`config.mk`:
```
export PLATFORM = sky130hd
export DESIGN_NAME = dws_funnel
export DESIGN_NICKNAME = d
export VERILOG_FILES = /design/src/rtl/dws_pkg.sv /design/src/rtl/dws_route.sv /design/src/rtl/dws_rotl.sv /design/src/rtl/dws_merge_rot.sv /design/src/rtl/dws_funnel.sv
export SDC_FILE = /design/constraint.sdc
export NUM_CORES = 1
export LEC_CHECK = 0
export CAP_MARGIN = 10
export CORE_ASPECT_RATIO = 0.8
export CORE_MARGIN = 3
export CORE_UTILIZATION = 40
export DETAILED_ROUTE_END_ITERATION = 8
export GPL_TIMING_DRIVEN = 1
export MAX_ROUTING_LAYER = met4
export PLACE_DENSITY_LB_ADDON = 0.1
export SLEW_MARGIN = 20
export SYNTH_ARGS = -nofsm -noshare
export SYNTH_HDL_FRONTEND = slang
export SYNTH_HIERARCHICAL = 1
export SYNTH_SLANG_ARGS = --single-unit
```
`constraint.sdc`:
```
create_clock -name clk -period 5.59 [get_ports clk]
set_input_delay 0.559 -clock clk [delete_from_list [all_inputs] [get_ports clk]]
set_output_delay 0.559 -clock clk [all_outputs]
set_load 0.1 [all_outputs]
```
`src/rtl/dws_pkg.sv`:
```
package dws_pkg;

    typedef enum logic {
        DIR_LEFT  = 1'b0,
        DIR_RIGHT = 1'b1
    } dir_e;

    typedef enum logic [1:0] {
        SRC_DEST_HI  = 2'b00,
        SRC_DEST_LO  = 2'b01,
        SRC_DEST_AMT = 2'b10,
        SRC_ZERO     = 2'b11
    } src_e;

    typedef enum logic {
        ST_IDLE   = 1'b0,
        ST_LOADED = 1'b1
    } state_e;

endpackage

```
`src/rtl/dws_route.sv`:
```
module dws_route
    import dws_pkg::*;
#(
    parameter int W = 64
) (
    input  logic         dir,
    input  logic [1:0]   src_sel,
    input  logic [W-1:0] dest_old,
    input  logic [W-1:0] op_a,
    input  logic [W-1:0] op_b,
    output logic [W-1:0] hi_word,
    output logic [W-1:0] lo_word,
    output logic [W-1:0] amt_word
);
    always_comb begin
        hi_word  = op_a;
        lo_word  = op_b;
        amt_word = op_b;
        unique case (src_e'(src_sel))
            SRC_DEST_HI: begin
                hi_word = dest_old;
                lo_word = op_a;
            end
            SRC_DEST_LO: begin
                hi_word = op_a;
                lo_word = dest_old;
            end
            SRC_DEST_AMT: begin
                hi_word  = op_a;
                lo_word  = op_b;
                amt_word = dest_old;
            end
            SRC_ZERO: begin
                if (dir_e'(dir) == DIR_LEFT) begin
                    hi_word = '0;
                    lo_word = op_a;
                end else begin
                    hi_word = op_a;
                    lo_word = '0;
                end
            end
        endcase
    end
endmodule

```
`src/rtl/dws_rotl.sv`:
```
module dws_rotl #(
    parameter int W = 64,
    localparam int SW = $clog2(W)
) (
    input  logic [W-1:0]  din,
    input  logic [SW-1:0] amt,
    output logic [W-1:0]  dout
);
    logic [W-1:0] stage [0:SW];

    assign stage[0] = din;

    for (genvar k = 0; k < SW; k++) begin : g_stage
        localparam int S = 1 << k;
        assign stage[k+1] = amt[k] ? ((stage[k] << S) | (stage[k] >> (W - S)))
                                   : stage[k];
    end

    assign dout = stage[SW];
endmodule

```
`src/rtl/dws_merge_rot.sv`:
```
module dws_merge_rot
    import dws_pkg::*;
#(
    parameter int W = 64,
    localparam int SW = $clog2(W)
) (
    input  logic          dir,
    input  logic [W-1:0]  hi_word,
    input  logic [W-1:0]  lo_word,
    input  logic [SW-1:0] amt,
    output logic [W-1:0]  shifted
);
    logic [W-1:0]  ones;
    logic [W-1:0]  hi_mask;
    logic [W-1:0]  merged;
    logic [SW-1:0] rot_amt;

    assign ones = '1;

    always_comb begin
        if (dir_e'(dir) == DIR_LEFT) begin
            hi_mask = ones >> amt;
            rot_amt = amt;
        end else begin
            hi_mask = ~(ones << amt);
            rot_amt = SW'(0) - amt;
        end
        merged = (hi_word & hi_mask) | (lo_word & ~hi_mask);
    end

    dws_rotl #(.W(W)) u_rot (
        .din  (merged),
        .amt  (rot_amt),
        .dout (shifted)
    );
endmodule

```
`src/rtl/dws_funnel.sv`:
```
module dws_funnel
    import dws_pkg::*;
#(
    parameter int W = 64,
    localparam int SW = $clog2(W)
) (
    input  logic         clk,
    input  logic         rst_n,
    input  logic         in_valid,
    input  logic         dir,
    input  logic [1:0]   src_sel,
    input  logic [W-1:0] dest_old,
    input  logic [W-1:0] op_a,
    input  logic [W-1:0] op_b,
    output logic         out_valid,
    output logic [W-1:0] result
);
    logic [W-1:0] hi_word;
    logic [W-1:0] lo_word;
    logic [W-1:0] amt_word;
    logic [W-1:0] shifted;
    state_e       state_q;
    state_e       state_d;

    dws_route #(.W(W)) u_route (
        .dir      (dir),
        .src_sel  (src_sel),
        .dest_old (dest_old),
        .op_a     (op_a),
        .op_b     (op_b),
        .hi_word  (hi_word),
        .lo_word  (lo_word),
        .amt_word (amt_word)
    );

    dws_merge_rot #(.W(W)) u_core (
        .dir     (dir),
        .hi_word (hi_word),
        .lo_word (lo_word),
        .amt     (amt_word[SW-1:0]),
        .shifted (shifted)
    );

    always_comb begin
        state_d = state_q;
        unique case (state_q)
            ST_IDLE:   state_d = in_valid ? ST_LOADED : ST_IDLE;
            ST_LOADED: state_d = in_valid ? ST_LOADED : ST_IDLE;
        endcase
    end

    always_ff @(posedge clk) begin
        if (!rst_n) state_q <= ST_IDLE;
        else        state_q <= state_d;
    end

    always_ff @(posedge clk) begin
        if (!rst_n)        result <= '0;
        else if (in_valid) result <= shifted;
    end

    assign out_valid = (state_q == ST_LOADED);
endmodule

```
==> summary.md <==
| Metric | Value |
|---|---|
| Worst Setup End Kind | `flop` |
| Final period util | `94.7%` |
| 1st-pass router iterations | `5` |
| Ant. Diodes | `0` |
| DP HPWL | `40000 um` |
| Post-route ant nets | `0` |
| Final #Nets | `1486` |
| Synth Net Count | `1276` |
| P&R area growth vs syn | `26.9%` |
| Skew-Pair Late Insertion Delay | `0.33 ns` |
| Mean Syn Cell Area | `11.0 um2` |
| Post-Layout Cell Count | `1652` |
| CTS max path bufs | `2` |
| Die span in x | `197 um` |
| Chip height | `159 um` |
| DRT iter0 DRCs | `1594` |
| # Max-Cap Violations | `0` |
| Multi-input gate area | `9470 um2` |
| Post-CTS sizing | `0` |
| Status | `finished, final reports clean` |
| Total GRT Usage | `31.7%` |
| Hold path depth | `2` |
| Setup Skew | `0 ns` |
| Num CTS Buffers | `9` |
| Crit path depth | `13` |
| Drt wl/cell | `30.0 um` |
| Crit path time final | `5.29 ns` |
| Rows | `55` |
| Ys Warns | `6` |
| Cell Area, Synth | `11700 um2` |
| Root Buffer | `clkbuf_16` |
| Register area | `1300 um2` |
| Core ar. | `28600 um2` |
| HP Class | `flop to flop` |
| Placed cells | `1636` |
| Final core occ | `52.1%` |
| Most used routing layer | `met1` |
| Power, Total | `4.73 mW` |
| RePlAce Congestion | `1.04` |
| Reg2Reg Depth | `2` |
| CP Launch Type | `primary input` |
| Final Hold Fails | `0` |
| First-pass GRT wire length | `73900 um` |
| Layout cells sized above 1 | `27.6%` |
| Met2 usage | `41.8%` |
| Critical Path RT | `5.82 ns` |
| Final setup violation count | `0` |
| CTS sink count | `65` |
| Critical path's top delay family | `multiplexers` |
| Total vias in the final route | `11400` |
| Setup CP Type | `primary input to flop` |
| Max VDD drop | `0.203 mV` |
| Largest net degree at the start of global routing | `129` |
| Buf/Inv on CP | `2` |
| Number of post-CTS setup repair buffers | `0` |
| Number of remaining DRC errors | `0` |
| Met3 usage | `11.1%` |
| Critical path's largest stage delay | `0.60 ns` |
| PD cells | `318 nW/um2` |
| Initial Utilization | `41.1%` |
| Max Clock Freq | `0.189 GHz` |
| RSZ-0062 raised after global routing | `no` |
| Detailed Route WL | `49500 um` |
| CP Max Fanout | `8` |
| Vias in the first global route | `11100` |
| Worst path cell trace | `clkdlybuf4s50_1 > ha_1 > mux2_2 > buf_4 > ha_1 > or3_1 > o32ai_1 > mux2_2 > mux4_2 > mux4_2 > mux4_2 > mux2i_1 > nor2b_1` |
| Clock-pin slew on the worst setup and hold paths | `0.06 ns` |
| Post-Syn Instances | `1067` |
| CP max-delay cell | `mux4_2` |
| Port Buffers | `262` |
| Critical path's most frequent cell | `mux4_2` |
| Fillers | `2541` |
| Crit path arrival time | `5.52 ns` |
| H-tree depth | `3` |
| Die area | `31400 um2` |
| # IOs | `263` |
| GRT Residual Overflow | `0` |
| Vias per cell | `6.92` |
| Max-slew violation count | `0` |
| CTS tree | `built` |
| Leak | `5.22 nW` |
| CTS hold repair buffers | `0` |
| Relative slew slack | `22.3%` |
| Worst-margin pin slew | `1.16 ns` |
| Setup TNS | `0 ns` |
| GR Util met1 | `48.1%` |
| Initial antenna violation count | `1` |
## where the power goes
group | leakage [nW] | total, mW | internal (mW) | switching (mW)
sequential | 0.533 | 0.638 | 0.559 | 0.0796
combinational | 4.55 | 3.52 | 1.44 | 2.08
clock | 0.139 | 0.564 | 0.345 | 0.220
total | 5.22 | 4.73 | 2.34 | 2.38
## worst reg2reg max path, cell delays in order (launching register included)
cell	delay (ns)
dfxtp_1	0.53
mux2i_1	0.13
nor2b_1	0.13
## stage by stage
step,cell area (um2),hold WS (ns),setup slack [ns]
2_1_floorplan,11700,0.850,0.969
3_3_place_gp,14600,0.497,0.107
3_5_place_dp,14600,0.506,0.0828
4_1_cts,14900,0.510,0.454
5_1_grt,14900,0.524,0.235
6_report,14900,0.515,0.298
## layer usage
layer  part of all wire (%)  wire (um)
met1                     44      22000
met2                     41      20100
met3                     14       6840
met4                    1.0        514
met5                      0          0
## worst paths after layout
kind / slack [ns] / end / start
min reg2reg: 0.51 / result[39]$_SDFFE_PN0P_ / result[39]$_SDFFE_PN0P_
min: 0.51 / result[39]$_SDFFE_PN0P_ / result[39]$_SDFFE_PN0P_
max reg2reg: 4.74 / result[55]$_SDFFE_PN0P_ / result[55]$_SDFFE_PN0P_
max: 0.30 / result[42]$_SDFFE_PN0P_ / src_sel[1]
## registers in the layout, indices dropped and copies added, names as in the netlist
name / cells
out_valid: 1
result: 64
## cells in the final DEF (no fill, tap or decap), types with 3 or more instances in the layout
master	n
o221ai_1	3
mux2_2	44
inv_1	16
nor2b_1	68
a22oi_1	66
mux2i_1	65
buf_4	69
nand3_1	10
o32ai_1	5
nand2_1	24
o211ai_1	3
mux4_2	189
and3_1	3
a211oi_1	11
and2_1	4
or3_1	8
o2bb2ai_1	68
a22o_1	64
nor2_1	30
mux4_1	3
buf_12	9
o21a_1	4
nand2b_1	15
nor3_1	5
o21ai_0	26
clkbuf_16	9
a21oi_2	3
o22ai_1	33
ha_1	8
o31ai_1	10
dfxtp_1	65
clkdlybuf4s50_1	260
a32o_1	3
a21oi_1	17
a221oi_1	10
## area by class of cell
| class | count | share of cell area [%] |
|---|---|---|
| Sequential cell | 65 | 8.74 |
| Tap cell | 370 | 3.11 |
| Clock buffer | 11 | 1.56 |
| Inverter | 16 | 0.403 |
| Timing Repair Buffer | 339 | 22.2 |
| Multi-Input combinational cell | 846 | 63.6 |
| Clock inverter | 5 | 0.378 |
Power figures use the tool's default switching activity.
